===== src/rtl/t16_pkg.sv =====
package t16_pkg;

    localparam int BYTE_W  = 8;
    localparam int CNT_W   = 2 * BYTE_W;
    localparam int ADDR_W  = 8;
    localparam int NUM_CMP = 2;

    localparam logic [ADDR_W-1:0] ADR_CNT_LO  = 8'h2C;
    localparam logic [ADDR_W-1:0] ADR_CNT_HI  = 8'h2D;
    localparam logic [ADDR_W-1:0] ADR_FLAGS   = 8'h2E;
    localparam logic [ADDR_W-1:0] ADR_CMP0_LO = 8'h2A;

    typedef enum logic {
        DIR_UP   = 1'b0,
        DIR_DOWN = 1'b1
    } dir_e;

    // Compare unit idx sits two bytes below unit idx-1.
    function automatic logic [ADDR_W-1:0] cmp_lo_adr(input int idx);
        return ADDR_W'(int'(ADR_CMP0_LO) - 2 * idx);
    endfunction

    function automatic logic [ADDR_W-1:0] cmp_hi_adr(input int idx);
        return ADDR_W'(int'(ADR_CMP0_LO) - 2 * idx + 1);
    endfunction

endpackage


===== src/rtl/t16_regbus.sv =====
module t16_regbus
    import t16_pkg::*;
#(
    parameter int BW = BYTE_W,
    parameter int NC = NUM_CMP
) (
    input  logic                     clk,
    input  logic                     rst_n,
    input  logic [ADDR_W-1:0]        addr,
    input  logic [BW-1:0]            wdata,
    input  logic                     wr,
    input  logic                     rd,
    input  logic [2*BW-1:0]          cnt,
    input  logic [NC-1:0][2*BW-1:0]  cmp_vals,
    input  logic [NC-1:0]            flags,
    output logic [BW-1:0]            rdata,
    output logic                     cnt_load,
    output logic [2*BW-1:0]          load_val,
    output logic [NC-1:0]            cmp_load,
    output logic [NC-1:0]            flag_clr
);

    localparam int FW = 2 * BW;

    logic [BW-1:0] temp_q;
    logic          low_wr;
    logic          cnt_lo_rd;

    // Write decode: high bytes commit, low bytes only feed the latch.
    always_comb begin
        cnt_load  = wr && (addr == ADR_CNT_HI);
        load_val  = {wdata, temp_q};
        low_wr    = wr && (addr == ADR_CNT_LO);
        cnt_lo_rd = rd && !wr && (addr == ADR_CNT_LO);
        for (int i = 0; i < NC; i++) begin
            cmp_load[i] = wr && (addr == cmp_hi_adr(i));
            flag_clr[i] = wr && (addr == ADR_FLAGS) && wdata[i];
            if (wr && (addr == cmp_lo_adr(i))) begin
                low_wr = 1'b1;
            end
        end
    end

    // Shared temporary latch.
    always_ff @(posedge clk) begin
        if (!rst_n) begin
            temp_q <= '0;
        end else if (low_wr) begin
            temp_q <= wdata;
        end else if (cnt_lo_rd) begin
            temp_q <= cnt[FW-1:BW];
        end
    end

    // Read mux.
    always_comb begin
        rdata = '0;
        if (rd) begin
            if (addr == ADR_CNT_LO) begin
                rdata = cnt[BW-1:0];
            end else if (addr == ADR_CNT_HI) begin
                rdata = temp_q;
            end else if (addr == ADR_FLAGS) begin
                rdata = BW'(flags);
            end
            for (int i = 0; i < NC; i++) begin
                if (addr == cmp_lo_adr(i)) begin
                    rdata = cmp_vals[i][BW-1:0];
                end
                if (addr == cmp_hi_adr(i)) begin
                    rdata = cmp_vals[i][FW-1:BW];
                end
            end
        end
    end


    temp_capture_chk: assert property (@(posedge clk) disable iff (!rst_n)
        cnt_lo_rd |=> temp_q == $past(cnt[FW-1:BW]));


    temp_hold_chk: assert property (@(posedge clk) disable iff (!rst_n)
        (!wr && !rd) |=> $stable(temp_q));

endmodule


===== src/rtl/t16_counter.sv =====
module t16_counter
    import t16_pkg::*;
#(
    parameter int W = CNT_W
) (
    input  logic         clk,
    input  logic         rst_n,
    input  logic         tick,
    input  logic         pwm_mode,
    input  logic         load,
    input  logic [W-1:0] load_val,
    output logic [W-1:0] cnt,
    output logic         counting
);

    localparam logic [W-1:0] CNT_MAX  = '1;
    localparam logic [W-1:0] CNT_ZERO = '0;

    dir_e         dir_q, dir_d;
    logic [W-1:0] cnt_d;

    assign counting = tick && !load;

    // State register.
    always_ff @(posedge clk) begin
        if (!rst_n) begin
            dir_q <= DIR_UP;
        end else begin
            dir_q <= dir_d;
        end
    end

    // Next-state logic: turn around only on a counting cycle at an end.
    always_comb begin
        dir_d = dir_q;
        if (!pwm_mode) begin
            dir_d = DIR_UP;
        end else if (counting) begin
            unique case (dir_q)
                DIR_UP:   if (cnt == CNT_MAX)  dir_d = DIR_DOWN;
                DIR_DOWN: if (cnt == CNT_ZERO) dir_d = DIR_UP;
            endcase
        end
    end

    // Output logic: next count value.
    always_comb begin
        cnt_d = cnt;
        if (load) begin
            cnt_d = load_val;
        end else if (tick) begin
            if (!pwm_mode) begin
                cnt_d = cnt + 1'b1;
            end else begin
                unique case (dir_q)
                    DIR_UP:   cnt_d = (cnt == CNT_MAX)  ? cnt - 1'b1 : cnt + 1'b1;
                    DIR_DOWN: cnt_d = (cnt == CNT_ZERO) ? cnt + 1'b1 : cnt - 1'b1;
                endcase
            end
        end
    end

    always_ff @(posedge clk) begin
        if (!rst_n) begin
            cnt <= '0;
        end else begin
            cnt <= cnt_d;
        end
    end


    cnt_idle_chk: assert property (@(posedge clk) disable iff (!rst_n)
        (!tick && !load) |=> $stable(cnt));


    cnt_load_chk: assert property (@(posedge clk) disable iff (!rst_n)
        load |=> cnt == $past(load_val));


    cnt_up_step_chk: assert property (@(posedge clk) disable iff (!rst_n)
        (!pwm_mode && tick && !load) |=> cnt == W'($past(cnt) + 1'b1));


    cnt_top_turn_chk: assert property (@(posedge clk) disable iff (!rst_n)
        (pwm_mode && tick && !load && cnt == CNT_MAX) |=> cnt == CNT_MAX - 1'b1);


    cnt_bottom_turn_chk: assert property (@(posedge clk) disable iff (!rst_n)
        (pwm_mode && tick && !load && cnt == CNT_ZERO) |=> cnt == W'(1));

endmodule


===== src/rtl/t16_compare.sv =====
module t16_compare
    import t16_pkg::*;
#(
    parameter int W = CNT_W
) (
    input  logic         clk,
    input  logic         rst_n,
    input  logic         wr_en,
    input  logic [W-1:0] wr_val,
    input  logic         clr,
    input  logic [W-1:0] cnt,
    input  logic         counting,
    output logic [W-1:0] value,
    output logic         flag
);

    logic hit;

    assign hit = counting && (cnt == value);

    always_ff @(posedge clk) begin
        if (!rst_n) begin
            value <= '0;
        end else if (wr_en) begin
            value <= wr_val;
        end
    end

    // Set has priority over a same-cycle clear.
    always_ff @(posedge clk) begin
        if (!rst_n) begin
            flag <= 1'b0;
        end else if (hit) begin
            flag <= 1'b1;
        end else if (clr) begin
            flag <= 1'b0;
        end
    end


    cmp_hold_chk: assert property (@(posedge clk) disable iff (!rst_n)
        !wr_en |=> $stable(value));


    cmp_commit_chk: assert property (@(posedge clk) disable iff (!rst_n)
        wr_en |=> value == $past(wr_val));


    flag_cause_chk: assert property (@(posedge clk) disable iff (!rst_n)
        $rose(flag) |-> $past(counting && cnt == value));


    flag_sticky_chk: assert property (@(posedge clk) disable iff (!rst_n)
        (flag && !clr) |=> flag);


    flag_clear_chk: assert property (@(posedge clk) disable iff (!rst_n)
        (clr && !(counting && cnt == value)) |=> !flag);

endmodule


===== src/rtl/byte_timer16.sv =====
module byte_timer16
    import t16_pkg::*;
#(
    parameter int BW = BYTE_W,
    parameter int NC = NUM_CMP
) (
    input  logic              clk,
    input  logic              rst_n,
    input  logic [ADDR_W-1:0] bus_addr,
    input  logic [BW-1:0]     bus_wdata,
    input  logic              bus_wr,
    input  logic              bus_rd,
    output logic [BW-1:0]     bus_rdata,
    input  logic              tick,
    input  logic              pwm_mode,
    output logic [NC-1:0]     match_flags
);

    localparam int FW = 2 * BW;

    logic [FW-1:0]         cnt;
    logic                  counting;
    logic                  cnt_load;
    logic [FW-1:0]         load_val;
    logic [NC-1:0]         cmp_load;
    logic [NC-1:0]         flag_clr;
    logic [NC-1:0][FW-1:0] cmp_vals;

    t16_regbus #(.BW(BW), .NC(NC)) regbus_i (
        .clk      (clk),
        .rst_n    (rst_n),
        .addr     (bus_addr),
        .wdata    (bus_wdata),
        .wr       (bus_wr),
        .rd       (bus_rd),
        .cnt      (cnt),
        .cmp_vals (cmp_vals),
        .flags    (match_flags),
        .rdata    (bus_rdata),
        .cnt_load (cnt_load),
        .load_val (load_val),
        .cmp_load (cmp_load),
        .flag_clr (flag_clr)
    );

    t16_counter #(.W(FW)) counter_i (
        .clk      (clk),
        .rst_n    (rst_n),
        .tick     (tick),
        .pwm_mode (pwm_mode),
        .load     (cnt_load),
        .load_val (load_val),
        .cnt      (cnt),
        .counting (counting)
    );

    for (genvar g = 0; g < NC; g++) begin : g_cmp
        t16_compare #(.W(FW)) compare_i (
            .clk      (clk),
            .rst_n    (rst_n),
            .wr_en    (cmp_load[g]),
            .wr_val   (load_val),
            .clr      (flag_clr[g]),
            .cnt      (cnt),
            .counting (counting),
            .value    (cmp_vals[g]),
            .flag     (match_flags[g])
        );
    end

endmodule


===== config.mk =====
export PLATFORM = sky130hd
export DESIGN_NAME = byte_timer16
export DESIGN_NICKNAME = d
export VERILOG_FILES = /design/src/rtl/t16_pkg.sv /design/src/rtl/t16_regbus.sv /design/src/rtl/t16_counter.sv /design/src/rtl/t16_compare.sv /design/src/rtl/byte_timer16.sv
export SDC_FILE = /design/constraint.sdc
export NUM_CORES = 1
export LEC_CHECK = 0
export BUFFER_PORTS_ARGS = -buffer_cell sky130_fd_sc_hd__buf_2
export CAP_MARGIN = 20
export CORE_ASPECT_RATIO = 0.5
export CORE_MARGIN = 2
export CORE_UTILIZATION = 40
export CTS_BUF_LIST = sky130_fd_sc_hd__clkbuf_8
export DETAILED_ROUTE_END_ITERATION = 8
export GPL_TIMING_DRIVEN = 0
export SLEW_MARGIN = 20
export SYNTH_ARGS = -nofsm -noshare
export SYNTH_HDL_FRONTEND = slang
export SYNTH_SLANG_ARGS = --single-unit
export TNS_END_PERCENT = 100

===== constraint.sdc =====
create_clock -name clk -period 3.5 [get_ports clk]
set_input_delay 0.175 -clock clk [delete_from_list [all_inputs] [get_ports clk]]
set_output_delay 0.175 -clock clk [all_outputs]
set_load 0.05 [all_outputs]

==> Word-level counts from Yosys, hierarchy flattened <==
Cells that the tools add are included.
{ "classes": {"addsub": 2, "multipliers": 0, "div_mod_pow": 0, "order_cmp": 0, "n_eq_ne": 10, "n_shift": 0, "n_mux": 25, "bitwise_logic": 1, "reduce_logical": 22} }
{ "ops": {"columns": ["op", "count"], "rows": [
  ["two-way mux 16 bit", 5],
  ["two-way mux 8 bit", 9],
  ["== test 8 x 6 -> 1 bit, second input constant", 7],
  ["== test 16 bit", 2],
  ["case mux 16 bit (2 select lines)", 1],
  ["adder 16 x 1 -> 16 bit, second input constant", 1],
  ["== test 16 bit, second input constant", 1],
  ["zero test 16 bit", 1],
  ["subtractor 16 x 1 -> 16 bit, second input constant", 1],
  ["logical AND 1 bit", 14],
  ["two-way mux 1 bit", 8],
  ["nonzero test 2 bit", 4],
  ["zero test 1 bit", 2],
  ["two-way mux 2 bit", 1],
  ["case mux 1 bit (2 select lines)", 1],
  ["AND reduction 2 bit", 1],
  ["NOT 1 bit", 1]
]} }
{ "totals": {"reg_bits": 59, "latch_bits": 0, "ramBits": 0, "rom_bits": 0, "in_bits": 22, "output_inout_bits": 10, "elab_cells": 67, "memories": 0} }

==> Logic depth before layout (Yosys ltp) <==
Gate-level depths: netlist of run 1.
{ "depth": {"ltp_word": 9, "ltp_mapped": 9, "mapped_depth_nobuf": 8} }

==> By module <==
From an unflattened synthesis of run 1, not the netlist that was laid out.
{ "unflattened": {"cells_unflattened": 474, "area_unflattened_um2": 4083.9} }
{ "modules_own_cells": {"columns": ["mod", "n_inst", "cells_each", "area_per_inst_um2"], "rows": [
  ["t16_compare", 2, 76, 809.5],
  ["t16_counter", 1, 198, 1496.4],
  ["t16_regbus", 1, 124, 968.4]
]} }

==> Worst setup path before layout of run 1 <==
No wires, ideal clock.
{ "synth_timing": {"path_kind": "input -> output", "start": "in bus_addr[4]", "end": "out bus_rdata[2]", "arrival_ns": 2.275, "setup_slack_ns": 1.050, "path_stages": 5, "path_buffers": 0, "cell_sequence": "nor4b_4 -> nand3b_2 -> nor2b_1 -> nand2_1 -> a21boi_0"} }
{ "synth_via": {"elab_chain_cells": 8, "word_cells_on_any_way": 13, "classes_between": "eq/ne (6); mux (7)"} }
{ "synth_rtl": {"columns": ["element", "line_no", "source"], "rows": [
  ["start: declaration", "byte_timer16.sv:9", "input logic [ADDR_W-1:0] bus_addr,"],
  ["== test 8 x 6 -> 1 bit", "t16_regbus.sv:61", "end else if (addr == ADR_CNT_HI) begin"],
  ["two-way mux 8 bit", "t16_regbus.sv:61", null],
  ["two-way mux 8 bit", "t16_regbus.sv:59", "if (addr == ADR_CNT_LO) begin"],
  ["two-way mux 8 bit", "t16_regbus.sv:67", "if (addr == cmp_lo_adr(i)) begin"],
  ["two-way mux 8 bit", "t16_regbus.sv:70", "if (addr == cmp_hi_adr(i)) begin"],
  ["two-way mux 8 bit", "t16_regbus.sv:67", null],
  ["two-way mux 8 bit (*)", "t16_regbus.sv:70", null],
  ["two-way mux 8 bit (*)", "t16_regbus.sv:58", "if (rd) begin"],
  ["end: declaration", "byte_timer16.sv:13", "output logic [BW-1:0] bus_rdata,"]
]} }
Every way passes the cells marked *; elsewhere a longest branch is shown, timed or not.

==> Final worst setup path of run 1 <==
{ "layout_timing": {"start": "reg counter_i.cnt[0]", "end": "reg counter_i.cnt[2]"} }
{ "layout_via": {"elab_chain_cells": 6, "word_cells_on_any_way": 10, "classes_between": "add/sub (2); eq/ne (1); mux (6); reduce/logical (1)"} }
{ "layout_rtl": {"columns": ["element", "line_no", "source"], "rows": [
  ["start: declaration", "t16_counter.sv:12", "output logic [W-1:0] cnt,"],
  ["start signal: assignment", "t16_counter.sv:67", "cnt <= cnt_d;"],
  ["subtractor 16 x 1 -> 16 bit (tied with other cells)", "t16_counter.sv:56, t16_counter.sv:57", null],
  ["two-way mux 16 bit, on equally long branches", "t16_counter.sv:57, t16_counter.sv:56", null],
  ["case mux 16 bit (2 select lines)", "t16_counter.sv:55", "unique case (dir_q)"],
  ["two-way mux 16 bit (*)", "t16_counter.sv:52", "if (!pwm_mode) begin"],
  ["two-way mux 16 bit (*)", "t16_counter.sv:51", "end else if (tick) begin"],
  ["two-way mux 16 bit (*)", "t16_counter.sv:49", "if (load) begin"]
]} }
Every way passes the cells marked *; elsewhere a longest branch is shown, timed or not. The select of a mux whose other input is x is not followed.
A chain may end at the register's enable or synchronous reset.

==> results.yml, run 1 <==
routing:
  remaining_drc_errors: 0
  vias: 4195
  drt_iter0_drc: 372
  antenna_left: 0
  wl_per_cell_um: 19.1
  wirelength_um: 13800
  vias_per_cell: 5.79
  first_pass_iters: 5
yosys:
  syn-num-nets: 564
  synth_cells: 539
  synthFlopType: "dfxtp_1"
  synth-async-reset-ratio: 0
  syn_avg_cell_area_sq_um: 7.76
  synth_edf_count: 0
  synth_area_sq_mm: 0.00418
  yosys_warnings: 0
  yosysUniqueCellTypes: 64
  ys_ff_latch: 59
  yosysSeqAreaShare: 0.282
cts:
  postCtsResizedCells: 0
  clkTransAtPathRegs_ps: 70
  cts_sinks: 59
  cts_made_buffers: 9
  clock_latency_ps: 350
  cts_hold_buffers: 0
  cts_tree: "yes"
  cts_max_path_buffers: 2
  cts_setup_buffers: 0
  root_buffer: "clkbuf_8"
  cts_htree_levels: 3
setup_path:
  worst-setup-path-type: "flop to flop"
  start_kind: "flop"
  cp_cell_sequence: "clkbuf_1, inv_1, ha_1, nor4b_2, a21oi_1, nor2_1, a21oi_1, o211ai_1"
  crit_required_ps: 3760
  slowest_stage: "nor4b_2"
  cp_common_cell: "a21oi_1"
  critPathBufInv: 2
  crit_fanout: 9
  worst_path_largest_cell_delay_ps: 500
  critPathArrivalTime_ps: 2880
  end_kind: "flop"
  cpLargestDelayFamily: "simple AND/OR/NAND/NOR gates"
placement:
  hpwl_um: 10500
  gp_congestion: 0.925
  place_area_sq_mm: 0.00451
  placedCellCount: 709
  port_buffers: 30
status:
  status: "finished, final reports clean"
power_and_ir_drop:
  leakagePower_nw: 1.93
  peakVddDrop_mv: 0.157
  power-per-cell-area_mw_per_mm2: 309
grt:
  gr-total-overflow: 0
  grt_max_degree: 11
  antenna_found_initial: 0
  grt_pass1_vias: 3745
  gr-usage-all-layers: 0.249
  grt_first_pass_wirelength_um: 21700
die:
  rows: 26
  coreArea_sq_mm: 0.0102
  fp.dieH_um: 76.3
  dieArea_sq_mm: 0.0113
  die_w_um: 149
  ioPinCount: 32
  start_util: 0.411
sta:
  setup_viol: 0
  fin_setup_tns_ps: 0
  max_freq_ghz: 0.382
  fin_crit_ps: 2620
  timing.hold.ws_ps: 115
  period_share: 0.749
  relSlewSlack: 0.463
  worstMarginPinSlew_ps: 805
  skew_ps: 5.00
  maxSlewViolCount: 0
  rsz0062_at_grt: "no"
  hold_viol: 0
cells_and_area:
  final_layout_size_suffix_gt1_frac: 0.147
  stdcell_count: 724
  num_antenna_cells: 0
  num-nets-final: 605
  fin_area_sq_mm: 0.00469
  area_growth_pct: 12.1
min_path:
  min_path_type: "primary input to flop"
flow_run:
  maxCapViolCount: 0
==> logic make-up after synthesis <==
kind of cell	synth area share
mux	0.0751
simple gates	0.326
fa+ha+maj	0.00898
xor+xnor	0.0775
buf+inv	0.0679
flops	0.282
compound gates	0.162
==> synth_stat cells (all sizes together) (2+ instances only) <==
library cell	number	share of area
buf	24	0.041
nand4b	5	0.010
o22ai	7	0.010
xnor2	4	0.0084
mux2i	28	0.067
nand2b	3	0.0045
nand4	17	0.031
xor2	33	0.069
nor4	14	0.025
nor4b	3	0.015
clkbuf	22	0.020
a21o	2	0.0054
a32o	3	0.0072
and2	7	0.010
a32oi	4	0.0084
a21boi	5	0.0090
mux2	3	0.0081
nand2	72	0.066
a22oi	8	0.014
ha	3	0.0090
nand3	30	0.037
a2111oi	3	0.0081
and3	11	0.016
o21ai	11	0.013
nand3b	4	0.0081
dfxtp	59	0.28
or4	2	0.0036
nor2b	7	0.010
or3	3	0.0045
inv	7	0.0063
a211oi	4	0.0072
nor2	52	0.047
or2	4	0.0060
a21oi	44	0.053
and4	3	0.0063
a31oi	2	0.0030
nor3	9	0.015
o211ai	5	0.0090
nor3b	2	0.0036
a211o	2	0.0042
==> cell usage in the layout (no fill, tap or decap), types with 8 or more instances in the layout <==
master	instances
o21ai_0	11
dfxtp_1	59
a21oi_1	44
clkbuf_8	12
buf_2	37
clkbuf_1	21
nor2_1	52
inv_1	8
a22oi_1	8
nand2_1	71
mux2i_1	28
and3_1	11
xor2_1	33
nand4_1	15
nor4_1	13
nand3_1	29
==> worst paths after layout <==
check | cells past startpoint | from | slack (ps) | to
setup reg to reg | 8 | counter_i.cnt[0] | 880 | counter_i.cnt[2]
hold reg to reg | 2 | g_cmp[1].compare_i.value[7] | 490 | g_cmp[1].compare_i.value[7]
hold / removal | 3 | bus_wdata[6] | 110 | g_cmp[1].compare_i.value[14]
setup / recovery | 8 | counter_i.cnt[0] | 880 | counter_i.cnt[2]
==> power breakdown <==
| group | switching (mW) | total (mW) | internal [mW] | leakage, nW |
|---|---|---|---|---|
| Clock | 0.273 | 0.579 | 0.306 | 0.0994 |
| Sequential | 0.00464 | 0.682 | 0.677 | 0.476 |
| Combinational | 0.126 | 0.187 | 0.0608 | 1.35 |
| Total | 0.404 | 1.45 | 1.04 | 1.93 |
==> worst reg2reg max path, stage by stage (launching register included) <==
cell and delay (ps):
dfxtp_1 310, clkbuf_1 270, inv_1 160, ha_1 160
nor4b_2 500, a21oi_1 260, nor2_1 480, a21oi_1 150
o211ai_1 240
==> sequential cells by signal, summed over array words and instances, names as in the netlist <==
signal,cells
counter_i.cnt,16
g_cmp.compare_i.flag,2
counter_i.dir_q,1
regbus_i.temp_q,8
g_cmp.compare_i.value,32
==> final cells by class <==
cell class	instances	area, sq um
Fill cell	1051	5500
Multi-Input combinational cell	426	2720
Sequential cell	59	1180
Buffer	46	254
Tap cell	140	175
Clock buffer	12	165
Timing Repair Buffer	30	150
Inverter	8	30.0
Clock inverter	3	13.8
==> layer usage <==
layer / track usage / vias up / share of wire
li1: - / 2009 / -
met1: 0.375 / 2009 / 0.49
met2: 0.362 / 164 / 0.42
met3: 0.0539 / 13 / 0.075
met4: 0.0533 / 0 / 0.0093
met5: 0 / - / 0
==> through the flow <==
step                       util  power (mW)  setup WS (ps)
final                     0.460        1.45            880
after detailed placement  0.443       0.881            963
after global routing      0.460        1.50            654
after global placement    0.443       0.881            975
after CTS                 0.460        1.46            957
after floorplan               -       0.816           1050
(Power assumes the default switching activity.)
==> run 2: changes to the inputs <==
==> constraint.sdc (replaced) <==
create_clock -name clk -period 2.5 [get_ports clk]
set_input_delay 0.125 -clock clk [delete_from_list [all_inputs] [get_ports clk]]
set_output_delay 0.125 -clock clk [all_outputs]
set_load 0.05 [all_outputs]
==> results.yml, run 2 (synthesized netlist as in run 1, its figures left out) <==
placement:
  port_buffers: 30
  placedCellCount: 709
  gp_congestion: 0.925
  place_area_sq_mm: 0.00451
  hpwl_um: 10500
cells_and_area:
  top_regs: "g_cmp.compare_i.value x32, counter_i.cnt x16, regbus_i.temp_q x8"
  area_growth_pct: 12.4
  final_layout_size_suffix_gt1_frac: 0.154
  num-nets-final: 604
  stdcell_count: 723
  final_common_cell: "nand2_1"
  fin_area_sq_mm: 0.00470
  layout_common_cells: "71 x nand2_1, 59 x dfxtp_1, 51 x nor2_1, 44 x a21oi_1, 37 x buf_2"
  regMostFlops: "g_cmp.compare_i.value"
  largest_reg_flops: 32
  num_antenna_cells: 0
routing:
  drt_iter0_drc: 434
  wirelength_um: 13900
  vias_per_cell: 5.79
  top_layer: "met4"
  dr_wl_met3_um: 1080
  wl_per_cell_um: 19.3
  first_pass_iters: 5
  vias: 4185
  antenna_left: 0
  remaining_drc_errors: 0
  routedLengthMet1_um: 6880
  met2_length_um: 5820
setup_path:
  worst-setup-path-type: "flop to flop"
  start_kind: "flop"
  crit_required_ps: 2790
  end_kind: "flop"
  cpLargestDelayFamily: "simple AND/OR/NAND/NOR gates"
  critPathBufInv: 1
  worst_path_largest_cell_delay_ps: 430
  crit_fanout: 10
  cp_cell_sequence: "clkbuf_1, nand2b_1, nor3_4, nand2_4, a211o_1, a2111oi_0, nand3b_1"
  slowest_stage: "clkbuf_1"
  critPathArrivalTime_ps: 2690
cts:
  root_buffer: "clkbuf_8"
  cts_tree: "yes"
  cts_setup_buffers: 0
  cts_max_path_buffers: 2
  clkTransAtPathRegs_ps: 70
  cts_sinks: 59
  cts_made_buffers: 9
  cts_htree_levels: 3
  clock_latency_ps: 350
sta:
  rsz0062_at_grt: "no"
  worstMarginPinSlew_ps: 825
  maxSlewViolCount: 0
  max_freq_ghz: 0.417
  skew_ps: 4.72
  hold_viol: 0
  relSlewSlack: 0.450
  fin_crit_ps: 2400
  setup_viol: 0
  period_share: 0.960
status:
  status: "finished, final reports clean"
grt:
  grt_first_pass_wirelength_um: 21700
  grt_max_degree: 11
  gr-usage-all-layers: 0.249
  grt_pass1_vias: 3745
  antenna_found_initial: 0
  gr-total-overflow: 0
min_path:
  min_path_type: "primary input to flop"
die:
  start_util: 0.411
  rows: 26
  ioPinCount: 32
  dieArea_sq_mm: 0.0113
  fp.dieH_um: 76.3
  die_w_um: 149
  coreArea_sq_mm: 0.0102
power_and_ir_drop:
  fin_total_pwr_mw: 2.03
  peakVddDrop_mv: 0.220
  leakagePower_nw: 1.94
  power-per-cell-area_mw_per_mm2: 432
flow_run:
  maxCapViolCount: 0
## run 2: cell types whose count changed in the layout (fill, tap and decap cells not counted)
cell      previous run  this run
nor2_2               0         1
nor3_1               7         6
clkbuf_2             1         3
clkbuf_1            21        18
nor3_2               1         2
nor4b_2              1         0
nor2_1              52        51
nor4b_4              2         3
## run 2: layout make-up
type	instances	area, sq um
Clock buffer	12	165
Sequential cell	59	1180
Multi-Input combinational cell	426	2730
Buffer	45	253
Tap cell	140	175
Inverter	8	30.0
Clock inverter	3	13.8
Timing Repair Buffer	30	150
Fill cell	1055	5480
## run 2: path summary, 6_finish.rpt
check	start	to	slack [ps]	depth (start not counted)
max	counter_i.cnt[15]	counter_i.cnt[10]	100	7
min	bus_wdata[6]	g_cmp[1].compare_i.value[14]	60	3
max reg2reg	counter_i.cnt[15]	counter_i.cnt[10]	100	7
min reg2reg	g_cmp[1].compare_i.value[7]	g_cmp[1].compare_i.value[7]	490	2
## run 2: per-stage QoR
step	TNS, ps	worst slack (ps)	util	hold WS, ps
6_report	0	100	0.462	64.0
5_1_grt	0	20.9	0.462	65.8
4_1_cts	0	67.4	0.461	53.3
3_5_place_dp	-101	-36.8	0.443	425
3_3_place_gp	-61.3	-24.6	0.443	417
2_1_floorplan	0	150	-	255
## run 2: repair_timing
item / CTS / global route
hold buffers: 0 / 0
hold endpoints to repair: 0 / 0
gates resized for setup: 2 / 4
pin swaps: 0 / 0
endpoints found under the setup margin: 4 / 13
## run 2: power breakdown
group	leakage (nW)	switching (mW)	internal (mW)
combinational	1.37	0.177	0.0882
sequential	0.476	0.00661	0.948
clock	0.0994	0.383	0.428
total	1.94	0.567	1.46
## run 2: per-layer routing
metal  vias up  global-route usage
li1       2008                   -
met1      1979               0.375
met2       182               0.362
met3        16              0.0539
met4         0              0.0533
met5         -                   0
## run 2: worst register-to-register path, cell delays in order (launching register included)
cell	delay [ps]
dfxtp_1	310
clkbuf_1	430
nand2b_1	210
nor3_4	360
nand2_4	170
a211o_1	370
a2111oi_0	350
nand3b_1	150
==> run 3: changes to the inputs <==
--- a/config.mk
+++ b/config.mk
@@ -12,7 +12,6 @@
 export CORE_UTILIZATION = 40
 export CTS_BUF_LIST = sky130_fd_sc_hd__clkbuf_8
 export DETAILED_ROUTE_END_ITERATION = 8
-export GPL_TIMING_DRIVEN = 0
 export SLEW_MARGIN = 20
 export SYNTH_ARGS = -nofsm -noshare
 export SYNTH_HDL_FRONTEND = slang
==> results.yml, run 3 (synthesized netlist as in run 1, its figures left out) <==
routing:
  remaining_drc_errors: 0
  first_pass_iters: 5
  met2_length_um: 5620
  dr_wl_met3_um: 910
  top_layer: "met4"
  vias: 4096
  antenna_left: 0
  vias_per_cell: 5.76
  wirelength_um: 13400
  routedLengthMet1_um: 6660
  drt_iter0_drc: 393
  wl_per_cell_um: 18.8
cts:
  cts_tree: "yes"
  clkTransAtPathRegs_ps: 70
  clock_latency_ps: 360
  cts_made_buffers: 9
  cts_sinks: 59
  cts_hold_buffers: 0
  cts_htree_levels: 3
  root_buffer: "clkbuf_8"
  cts_max_path_buffers: 2
die:
  ioPinCount: 32
  start_util: 0.411
  die_w_um: 149
  rows: 26
  fp.dieH_um: 76.3
  dieArea_sq_mm: 0.0113
  coreArea_sq_mm: 0.0102
setup_path:
  end_kind: "flop"
  critPathBufInv: 2
  worst-setup-path-type: "flop to flop"
  crit_fanout: 10
  critPathArrivalTime_ps: 2470
  slowest_stage: "nor4b_2"
  worst_path_largest_cell_delay_ps: 480
  cp_cell_sequence: "inv_1, ha_1, nor4b_2, a21oi_1, nor2_1, buf_4, xor2_1, a31oi_1"
  crit_required_ps: 2720
  cpLargestDelayFamily: "simple AND/OR/NAND/NOR gates"
  start_kind: "flop"
grt:
  gr-total-overflow: 0
  grt_pass1_vias: 3777
  grt_first_pass_wirelength_um: 21300
  antenna_found_initial: 0
  gr-usage-all-layers: 0.245
  grt_max_degree: 55
sta:
  setup_viol: 0
  period_share: 0.898
  fin_crit_ps: 2250
  hold_viol: 0
  fin_setup_tns_ps: 0
  relSlewSlack: 0.574
  skew_ps: 9.51
  worstMarginPinSlew_ps: 638
  max_freq_ghz: 0.445
  rsz0062_at_grt: "no"
  maxSlewViolCount: 0
cells_and_area:
  final_layout_size_suffix_gt1_frac: 0.175
  top_regs: "g_cmp.compare_i.value x32, counter_i.cnt x16, regbus_i.temp_q x8"
  post-route-util: 0.462
  regMostFlops: "g_cmp.compare_i.value"
  final_common_cell: "nand2_1"
  num_antenna_cells: 0
  fin_area_sq_mm: 0.00471
  num-nets-final: 592
  largest_reg_flops: 32
  area_growth_pct: 12.5
  layout_common_cells: "71 x nand2_1, 57 x dfxtp_1, 52 x nor2_1, 44 x a21oi_1, 33 x xor2_1"
placement:
  gp_congestion: 0.880
  hpwl_um: 9740
  place_area_sq_mm: 0.00451
  port_buffers: 31
min_path:
  min_path_type: "primary input to flop"
status:
  status: "finished, final reports clean"
power_and_ir_drop:
  peakVddDrop_mv: 0.239
  fin_total_pwr_mw: 2.09
  power-per-cell-area_mw_per_mm2: 444
  leakagePower_nw: 1.95
flow_run:
  maxCapViolCount: 0
run 3: changes by cell type in the layout (fill, tap and decap cells not counted), sizes merged:
cell,before,now
clkinvlp,0,1
buf,54,63
clkbuf,33,10
bufinv,0,1
run 3: timing repair:
action,CTS,global route
endpoints found under the setup margin,0,1
buffers inserted,0,0
resized for setup,0,2
run 3: power by group:
part	total, mW	internal (mW)	switching (mW)
clock network	0.884	0.478	0.406
registers	0.964	0.949	0.0151
logic	0.240	0.0797	0.161
total	2.09	1.51	0.582
run 3: metal layers:
layer,global-route usage,up-vias
met1,0.362,1948
li1,-,1980
met2,0.359,147
met4,0.0676,0
met5,0,-
met3,0.0515,21
run 3: worst min-delay path: stages:
cell	delay (ps)
buf_2	130
nand2_1	60
a21oi_1	50
run 3: through the flow:
step                instances  hold WS [ps]  setup WS (ps)
floorplan                 539           255            150
global placement          696           419            304
detailed placement        696           425            243
CTS                       711          31.1            204
global route              711          48.6           97.1
finish                    711          52.6            255
run 3: cell type report:
cell class,instances,area (sq um)
clock inverters,5,55.1
inverters,8,30.0
clock buffers,10,138
repair buffers,63,408
well taps,140,175
flip-flops and latches,59,1180
multi-input cells,426,2720
fillers,1022,5480
run 3: path summary, 6_finish.rpt:
path / slack, ps / startpoint / cells after the start / endpoint
max: 250 / counter_i.cnt[0] / 8 / counter_i.cnt[1]
min: 50 / bus_wdata[3] / 3 / g_cmp[1].compare_i.value[11]
max reg2reg: 250 / counter_i.cnt[0] / 8 / counter_i.cnt[1]
min reg2reg: 480 / g_cmp[1].compare_i.value[2] / 2 / g_cmp[1].compare_i.value[2]
